[src/rtl/sram_ctrl_pkg.sv]
package sram_ctrl_pkg;

  typedef enum logic [1:0] {
    ST_IDLE  = 2'd0,
    ST_READ  = 2'd1,
    ST_WRITE = 2'd2,
    ST_WEND  = 2'd3
  } ctl_state_t;

  // Whole cycles covering a time in ns, never below one.
  function automatic int ns_to_cycles(input int ns, input int period_ns);
    int c;
    c = (ns + period_ns - 1) / period_ns;
    return (c < 1) ? 1 : c;
  endfunction

  function automatic int max3(input int a, input int b, input int c);
    int m;
    m = (a > b) ? a : b;
    return (m > c) ? m : c;
  endfunction

endpackage

[src/rtl/sram_cycle_timer.sv]
module sram_cycle_timer #(
  parameter int W = 4
) (
  input  logic         clk,
  input  logic         rst_n,
  input  logic         load,
  input  logic [W-1:0] load_val,
  output logic         zero
);
  logic [W-1:0] cnt_q;

  always_ff @(posedge clk or negedge rst_n) begin
    if (!rst_n)             cnt_q <= '0;
    else if (load)          cnt_q <= load_val;
    else if (cnt_q != '0)   cnt_q <= cnt_q - 1'b1;
  end

  assign zero = (cnt_q == '0);
endmodule

[src/rtl/sram_lane_map.sv]
module sram_lane_map #(
  parameter int LANES = 2
) (
  input  logic                 active,
  input  logic [LANES-1:0]     mask,
  input  logic [8*LANES-1:0]   raw,
  output logic [LANES-1:0]     lane_n,
  output logic [8*LANES-1:0]   masked
);
  for (genvar i = 0; i < LANES; i++) begin : g_lane
    assign lane_n[i]       = ~(active & mask[i]);
    assign masked[8*i +: 8] = mask[i] ? raw[8*i +: 8] : 8'h00;
  end
endmodule

[src/rtl/sram_byte_ctrl.sv]
module sram_byte_ctrl
  import sram_ctrl_pkg::*;
#(
  parameter int ADDR_W    = 17,
  parameter int DATA_W    = 16,
  parameter int CLK_NS    = 5,
  parameter int T_RC_NS   = 55,
  parameter int T_WC_NS   = 55,
  parameter int T_OEHZ_NS = 20
) (
  input  logic                clk,
  input  logic                rst_n,
  input  logic                req_valid,
  input  logic                req_write,
  input  logic [ADDR_W-1:0]   req_addr,
  input  logic [DATA_W-1:0]   req_wdata,
  input  logic [DATA_W/8-1:0] req_mask,
  output logic                ready,
  output logic                done,
  output logic                rd_valid,
  output logic [DATA_W-1:0]   rd_data,
  output logic [ADDR_W-1:0]   mem_addr,
  output logic                mem_ce_n,
  output logic                mem_we_n,
  output logic                mem_oe_n,
  output logic [DATA_W/8-1:0] mem_be_n,
  output logic [DATA_W-1:0]   mem_dq_out,
  output logic                mem_dq_oe,
  input  logic [DATA_W-1:0]   mem_dq_in
);
  localparam int LANES    = DATA_W / 8;
  localparam int RD_CYC   = ns_to_cycles(T_RC_NS, CLK_NS);
  localparam int WR_CYC   = ns_to_cycles(T_WC_NS, CLK_NS);
  localparam int TURN_CYC = ns_to_cycles(T_OEHZ_NS, CLK_NS);
  localparam int CNT_W    = $clog2(max3(RD_CYC, WR_CYC, TURN_CYC) + 1);

  ctl_state_t           st_q, st_d;
  logic [ADDR_W-1:0]    addr_q;
  logic [DATA_W-1:0]    wdata_q;
  logic [LANES-1:0]     mask_q;
  logic                 done_q, rvalid_q;
  logic [DATA_W-1:0]    rdata_q;

  // Named events, also observed by the checker.
  logic accept, empty_req, rd_end, wr_end, strobing;
  logic acc_zero, turn_zero;
  logic [CNT_W-1:0] acc_len;
  logic [DATA_W-1:0] rd_masked;
  logic [LANES-1:0]  lane_n;

  assign ready     = (st_q == ST_IDLE) && turn_zero;
  assign accept    = ready && req_valid;
  assign empty_req = accept && (req_mask == '0);
  assign rd_end    = (st_q == ST_READ)  && acc_zero;
  assign wr_end    = (st_q == ST_WRITE) && acc_zero;
  assign strobing  = (st_q == ST_READ) || (st_q == ST_WRITE);
  assign acc_len   = req_write ? CNT_W'(WR_CYC - 1) : CNT_W'(RD_CYC - 1);

  sram_cycle_timer #(.W(CNT_W)) u_acc_timer (
    .clk(clk), .rst_n(rst_n), .load(accept), .load_val(acc_len), .zero(acc_zero)
  );

  sram_cycle_timer #(.W(CNT_W)) u_turn_timer (
    .clk(clk), .rst_n(rst_n), .load(rd_end), .load_val(CNT_W'(TURN_CYC)), .zero(turn_zero)
  );

  sram_lane_map #(.LANES(LANES)) u_lanes (
    .active(strobing), .mask(mask_q), .raw(mem_dq_in), .lane_n(lane_n), .masked(rd_masked)
  );

  always_comb begin
    st_d = st_q;
    unique case (st_q)
      ST_IDLE:  if (accept && !empty_req) st_d = req_write ? ST_WRITE : ST_READ;
      ST_READ:  if (acc_zero) st_d = ST_IDLE;
      ST_WRITE: if (acc_zero) st_d = ST_WEND;
      ST_WEND:  st_d = ST_IDLE;
      default:  st_d = ST_IDLE;
    endcase
  end

  always_ff @(posedge clk or negedge rst_n) begin
    if (!rst_n) begin
      st_q     <= ST_IDLE;
      addr_q   <= '0;
      wdata_q  <= '0;
      mask_q   <= '0;
      done_q   <= 1'b0;
      rvalid_q <= 1'b0;
      rdata_q  <= '0;
    end else begin
      st_q     <= st_d;
      done_q   <= empty_req || rd_end || (st_q == ST_WEND);
      rvalid_q <= rd_end;
      if (accept) begin
        addr_q  <= req_addr;
        wdata_q <= req_wdata;
        mask_q  <= req_mask;
      end
      if (rd_end) rdata_q <= rd_masked;
    end
  end

  assign done       = done_q;
  assign rd_valid   = rvalid_q;
  assign rd_data    = rdata_q;
  assign mem_addr   = addr_q;
  assign mem_ce_n   = !strobing;
  assign mem_we_n   = (st_q != ST_WRITE);
  assign mem_oe_n   = (st_q != ST_READ);
  assign mem_be_n   = lane_n;
  assign mem_dq_out = wdata_q;
  assign mem_dq_oe  = (st_q == ST_WRITE) || (st_q == ST_WEND);
endmodule

[config.mk]
export PLATFORM = sky130hd
export DESIGN_NAME = sram_byte_ctrl
export DESIGN_NICKNAME = d
export VERILOG_FILES = /design/src/rtl/sram_ctrl_pkg.sv /design/src/rtl/sram_cycle_timer.sv /design/src/rtl/sram_lane_map.sv /design/src/rtl/sram_byte_ctrl.sv
export SDC_FILE = /design/constraint.sdc
export NUM_CORES = 1
export LEC_CHECK = 0
export ABC_AREA = 0
export BUFFER_PORTS_ARGS = -buffer_cell sky130_fd_sc_hd__buf_2
export CORE_MARGIN = 5
export CORE_UTILIZATION = 49
export DETAILED_ROUTE_END_ITERATION = 6
export PLACE_DENSITY = 0.77
export REMOVE_ABC_BUFFERS = 1
export SETUP_SLACK_MARGIN = 0.15
export SYNTH_ARGS = -nofsm -noshare
export SYNTH_HDL_FRONTEND = slang
export SYNTH_HIERARCHICAL = 1
export SYNTH_SLANG_ARGS = --single-unit
[constraint.sdc]
create_clock -name clk -period 2.39 [get_ports clk]
set_input_delay 0.239 -clock clk [delete_from_list [all_inputs] [get_ports clk]]
set_output_delay 0.239 -clock clk [all_outputs]
set_load 0.01 [all_outputs]
==> results of run 1 <==
## power groups by stage
| stage | Clock (mW) | Combinational (mW) | Sequential (mW) |
|---|---|---|---|
| global route | 1.20 | 2.36 | 1.97 |
| CTS | 1.14 | 2.21 | 1.90 |
| finish | 1.12 | 2.17 | 1.90 |
| global placement | 0 | 2.13 | 1.90 |
| detailed placement | 0 | 2.19 | 1.92 |
| floorplan | 0 | 1.20 | 2.08 |
## final cells by class
class / instances / area (um^2)
clock buffers: 9 / 124
clock inverters: 7 / 119
fillers: 488 / 2040
inverters: 11 / 45.0
multi-input cells: 126 / 1240
flip-flops and latches: 63 / 1580
well taps: 75 / 93.8
repair buffers: 117 / 613
## worst max-delay path, delay by kind of cell, from the launching register on
| family | cells | cell delay [ps] |
|---|---|---|
| multiplexers | 1 | 310 |
| buffers and inverters | 2 | 330 |
| flip-flops | 1 | 370 |
| AND/OR/NAND/NOR | 3 | 690 |
| adder cells (fa/ha/maj) | 1 | 220 |
## through the flow
stage,area [um^2],worst slack (ps)
finish,3810,350
global route,3810,207
CTS,3800,270
detailed placement,3550,283
global placement,3550,382
floorplan,2860,357
## sequential cells by signal, indices dropped and copies added, names as in the netlist
name                flops
rd_valid                1
u_turn_timer/cnt_q      4
mem_dq_out             16
st_q                    2
mask_q                  2
done                    1
u_acc_timer/cnt_q       4
rd_data                16
mem_addr               17
## cell families (layout without fill, tap and decap cells)
logic type | Yosys count | in the layout
AO/OA/AOI/OAI | 11 | 11
multiplexers | 60 | 60
buffers and inverters | 17 | 144
flip-flops | 63 | 63
other | 2 | 8
adder cells (fa/ha/maj) | 7 | 7
XOR/XNOR | 2 | 2
AND/OR/NAND/NOR | 38 | 38
## metal layers
metal | routed length [um] | part of all wire | global-route usage | vias up
li1 | - | - | - | 930
met1 | 2330 | 0.38 | 0.188 | 911
met2 | 3280 | 0.54 | 0.282 | 56
met3 | 304 | 0.050 | 0.0284 | 18
met4 | 184 | 0.030 | 0.112 | 0
met5 | 0 | 0 | 0 | -
## cells in the mapped netlist, drive strengths merged, types with 2 or more instances
cell     n
dfrtp   63
mux2    53
and2    17
inv     11
nand2    9
ha       7
mux2i    7
o21ai    5
buf      4
nor3     4
nor3b    4
a221o    2
clkbuf   2
conb     2
nor2b    2
xnor2    2
## timing repair
action	in CTS	in global routing
resized for setup	0	1
endpoints found under the hold margin	30	0
endpoints found under the setup margin	0	1
hold buffers	1	0
## final timing paths
| path | to | cells after the start |
|---|---|---|
| min in group asynchronous | mem_addr[7] | 2 |
| worst min register to register | mem_dq_out[13] | 1 |
| worst min-delay path | mem_dq_out[5] | 2 |
| worst max-delay path | mem_dq_out[0] | 7 |
| worst max register to register | mem_dq_out[0] | 7 |
| max in group asynchronous | mask_q[0] | 3 |
## cell usage in the layout (no fill, tap or decap), types with 2 or more instances in the layout
master | synthesis | routed
buf_2 | 0 | 112
dfrtp_1 | 63 | 63
mux2_4 | 28 | 28
mux2_2 | 25 | 25
and2_1 | 16 | 16
inv_1 | 11 | 10
clkbuf_8 | 0 | 9
conb_1 | 2 | 8
nand2_1 | 7 | 7
mux2i_1 | 7 | 7
ha_1 | 7 | 7
nor3_1 | 4 | 4
clkinvlp_4 | 0 | 3
o21ai_0 | 3 | 3
bufinv_16 | 0 | 3
buf_4 | 0 | 3
nor3b_4 | 2 | 2
nor3b_1 | 2 | 2
a221o_1 | 2 | 2
xnor2_1 | 2 | 2
o21ai_1 | 2 | 2
nor2b_1 | 2 | 2
==> flow_metrics.env, run 1 <==
export IMPL_synth_ff_type="dfrtp_1"
export IMPL_synth_compound_area_share=0.0254
export IMPL_core_area_mm2=0.00585
export IMPL_clock_sinks=63
export IMPL_p_switching_mw=1.71
export IMPL_post_synth_top_area_fraction=0.542
export IMPL_finalSetupViolCount=0
export IMPL_grt_pass1_vias=1988
export IMPL_yosysSeqAreaShare=0.542
export IMPL_yosys_warnings=6
export IMPL_postCtsSetupBuffers=0
export IMPL_start_util=0.497
export IMPL_instances_no_fill=408
export IMPL_synthTopCellsByArea="dfrtp_1, mux2_4, mux2_2"
export IMPL_globalRouteOverflowTotal=0
export IMPL_dp_cells=391
export IMPL_n_antenna_cell=0
export IMPL_synthToLayoutAreaGrowth_pct=31.0
export IMPL_status="completed"
export IMPL_die_h_um=87.0
export IMPL_viasPerCell=4.69
export IMPL_worst_pin_slew_ps=707
export IMPL_cts_htree_levels=3
export IMPL_synth_fa_ha_area_frac=0.0301
export IMPL_p_per_area_mw_per_mm2=1360
export IMPL_clkPwrFrac=0.215
export IMPL_clk_latency_ps=340
export IMPL_ioPinCount=113
export IMPL_synth_area_mm2=0.00291
export IMPL_vias=1915
export IMPL_fin_tns_setup_ps=0
export IMPL_synth_cells=200
export IMPL_skew_ps=13.8
export IMPL_dpl_hpwl_um=4670
export IMPL_wl_um=6100
export IMPL_p_seq_frac=0.366
export IMPL_cp_max_fo=25
export IMPL_fin_crit_sh=0.854
export IMPL_synth_xor_area_frac=0.00603
export IMPL_die_w_um=87.0
export IMPL_cp_end_kind="flip-flop"
export IMPL_cts_root_buf="clkbuf_8"
export IMPL_p_comb_frac=0.419
export IMPL_synth_area_per_cell_um2=14.5
export IMPL_r2r_start="u_turn_timer/cnt_q[0]"
export IMPL_min_from="req_wdata[5]"
export IMPL_die_area_mm2=0.00757
export IMPL_grt_max_degree=34
export IMPL_arrival_ps=2260
export IMPL_drc_errors=0
export IMPL_fin_nets=390
export IMPL_grt_use_total=0.165
export IMPL_synthMuxAreaShare=0.266
export IMPL_gp_congestion=0.744
export IMPL_rows=28
export IMPL_grt_pass1_wl_um=9490
export IMPL_whs_ps=125
export IMPL_path_cells="inv_1 -> ha_1 -> nor3b_4 -> and2_4 -> nand2_8 -> buf_4 -> mux2_4"
export IMPL_cts_buffers=9
export IMPL_final_util=0.651
export IMPL_hold_violations=0
export IMPL_slew_headroom=0.528
export IMPL_drtPass1Iterations=3
export IMPL_io_buffers=112
export IMPL_cts_tree="built"
export IMPL_drv_slew=0
export IMPL_min_path_type="primary input to flip-flop"
export IMPL_rsz0062_at_grt="no"
export IMPL_final_min_clock_period_ps=2040
export IMPL_ff2ff_setup_slack_ps=350
export IMPL_worst_setup_path_start_kind="flip-flop"
export IMPL_slowest_delay_ps=370
export IMPL_total_power_mw=5.18
export IMPL_ant_nets=0
export IMPL_synth_edf_count=0
export IMPL_path_class="flip-flop to flip-flop"
export IMPL_crit_path_start="u_turn_timer/cnt_q[0]"
export IMPL_vdd_drop_max_uv=623
export IMPL_intPower_mw=3.48
export IMPL_clk_pin_slew_ps=80
export IMPL_drt_iter0_markers=48
export IMPL_netlist_cell_type_count=30
export IMPL_leakagePower_nw=2.06
export IMPL_fmax_ghz=0.490
export IMPL_antenna_found_initial=0
export IMPL_yosys_area_top_type="dfrtp_1"
export IMPL_critPathSlowestCell="dfrtp_1"
export IMPL_clockBufferDepth=2
export IMPL_ys_ff_latch=63
export IMPL_synthArstFlopShare=1.00
export IMPL_synth_top_family_by_area="multiplexers"
export IMPL_routedWlPerCell_um=14.9
export IMPL_swShare=0.329
export IMPL_drv_cap=0
export IMPL_layout_drive_gt1_share=0.577
export IMPL_required_ps=2610
export IMPL_yosys_area_share_simple=0.0882
(Power assumes the default switching activity.)
==> inputs of run 2 (changes only) <==
- REMOVE_ABC_BUFFERS: 1 -> not set
==> run 2 against run 1 <==
Compared with the run above:
- the flow now finishes with violations (negative hold slack)
- count of clock-buffer cells in the layout increased by 4
- largest power group unchanged
- sequential cell count stayed put
- clock power fell by 27%
==> flow_metrics.env, run 2 (same netlist as run 1, synthesis figures left out) <==
export IMPL_gp_congestion=0.799
export IMPL_final_min_clock_period_ps=1930
export IMPL_violations="negative hold slack"
export IMPL_layout_commonest_cell="buf_2"
export IMPL_grt_pass1_vias=2059
export IMPL_final_cell_mix="buf_2, dfrtp_1, mux2_4"
export IMPL_critical_path_buf_inv_count=2
export IMPL_antenna_found_initial=0
export IMPL_worst_pin_slew_ps=777
export IMPL_clock_sinks=63
export IMPL_cts_root_buf="clkbuf_8"
export IMPL_n_antenna_cell=0
export IMPL_path_delay_family="simple AND/OR/NAND/NOR gates"
export IMPL_globalRouteOverflowTotal=0
export IMPL_hold_buffers=0
export IMPL_viasPerCell=4.78
export IMPL_rsz0062_at_grt="no"
export IMPL_ioPinCount=113
export IMPL_cp_end_kind="flip-flop"
export IMPL_largest_reg_flops=17
export IMPL_worst_setup_path_start_kind="flip-flop"
export IMPL_hold_violations=13
export IMPL_path_class="flip-flop to flip-flop"
export IMPL_slew_headroom=0.482
export IMPL_final_util=0.639
export IMPL_multi_input_area_mm2=0.00124
export IMPL_fin_crit_sh=0.809
export IMPL_n_fill_cell=485
export IMPL_core_area_mm2=0.00585
export IMPL_dpl_hpwl_um=4720
export IMPL_grt_pass1_wl_um=9920
export IMPL_status="finished with violations"
export IMPL_synthToLayoutAreaGrowth_pct=28.5
export IMPL_min_path_type="primary input to asynchronous set/reset pin"
export IMPL_wl_um=6190
export IMPL_grt_use_total=0.170
export IMPL_clockBufferDepth=2
export IMPL_finalSetupViolCount=0
export IMPL_rows=28
export IMPL_ant_nets=0
export IMPL_slowest_delay_ps=380
export IMPL_drc_errors=0
export IMPL_vias=1949
export IMPL_die_h_um=87.0
export IMPL_p_per_area_mw_per_mm2=1310
export IMPL_die_w_um=87.0
export IMPL_routedWlPerCell_um=15.2
export IMPL_crit_top_cell="inv_1"
export IMPL_whs_ps=-8.05
export IMPL_fin_tns_setup_ps=0
export IMPL_critPathSlowestCell="dfrtp_1"
export IMPL_drt_iter0_markers=29
export IMPL_cp_max_fo=8
export IMPL_drv_cap=0
export IMPL_clk_latency_ps=320
export IMPL_final_seq_area_mm2=0.00158
export IMPL_vdd_drop_max_uv=631
export IMPL_clk_pin_slew_ps=60
export IMPL_path_cells="inv_1 -> ha_1 -> nor3b_4 -> and2_4 -> nand2_8 -> inv_1 -> nor3_1 -> a221o_1"
export IMPL_drtPass1Iterations=4
export IMPL_postCtsSetupBuffers=0
export IMPL_drv_slew=0
export IMPL_start_util=0.497
export IMPL_io_buffers=112
export IMPL_layout_drive_gt1_share=0.571
export IMPL_ctsResizeCount=0
export IMPL_cts_tree="built"
export IMPL_skew_ps=7.64
export IMPL_leakagePower_nw=2.05
export IMPL_cts_htree_levels=3
export IMPL_arrival_ps=2140
export IMPL_die_area_mm2=0.00757
export IMPL_fin_nets=390
export IMPL_cts_buffers=9
export IMPL_fmax_ghz=0.517
export IMPL_grt_max_degree=37
export IMPL_required_ps=2600
==> run 2: worst reg2reg max path: stages (launching register included) <==
cell and delay, ps:
dfrtp_1 380, inv_1 90, ha_1 220, nor3b_4 300, and2_4 230, nand2_8 60
inv_1 170, nor3_1 80, a221o_1 310
==> run 2: power by group <==
group	total, mW	internal [mW]	switching (mW)
sequential	1.91	1.58	0.322
combinational	2.16	1.21	0.958
clock	0.817	0.430	0.386
total	4.89	3.22	1.67
==> run 2: path summary, 6_finish.rpt <==
kind	slack [ps]	startpoint	cells past startpoint	end
hold reg to reg	500	rd_data[4]	1	rd_data[4]
min in group clk	140	req_mask[1]	2	done
max in group asynchronous	1680	rst_n	2	rd_data[5]
hold / removal	-8	rst_n	1	u_turn_timer/cnt_q[2]
setup / recovery	460	u_turn_timer/cnt_q[0]	8	u_acc_timer/cnt_q[3]
setup reg to reg	460	u_turn_timer/cnt_q[0]	8	u_acc_timer/cnt_q[3]
==> run 2: through the flow <==
stage                     std cells  setup slack, ps  power (mW)  hold WS, ps  area [um^2]
after global placement          392              545        4.02          360         3560
after global routing            408              310        5.22         64.4         3740
after detailed placement        392              479        4.12          369         3560
after floorplan                 206              260        3.32        -56.6         2930
after CTS                       408              451        4.96         18.7         3740
final                           408              456        4.89        -8.05         3740
==> run 2: final cells by class <==
cell class / instances / share of cell area
clock buffers: 13 / 0.0425
well taps: 75 / 0.0251
clock inverters: 3 / 0.00469
multi-input cells: 126 / 0.331
repair buffers: 117 / 0.163
flip-flops and latches: 63 / 0.422
inverters: 11 / 0.0111
==> run 2: metal layers <==
metal / wire length [um] / share of wire / global-route usage
met5: 0 / 0 / 0
met4: 63 / 0.010 / 0.0793
met3: 509 / 0.082 / 0.0454
met2: 3180 / 0.51 / 0.287
met1: 2440 / 0.39 / 0.201
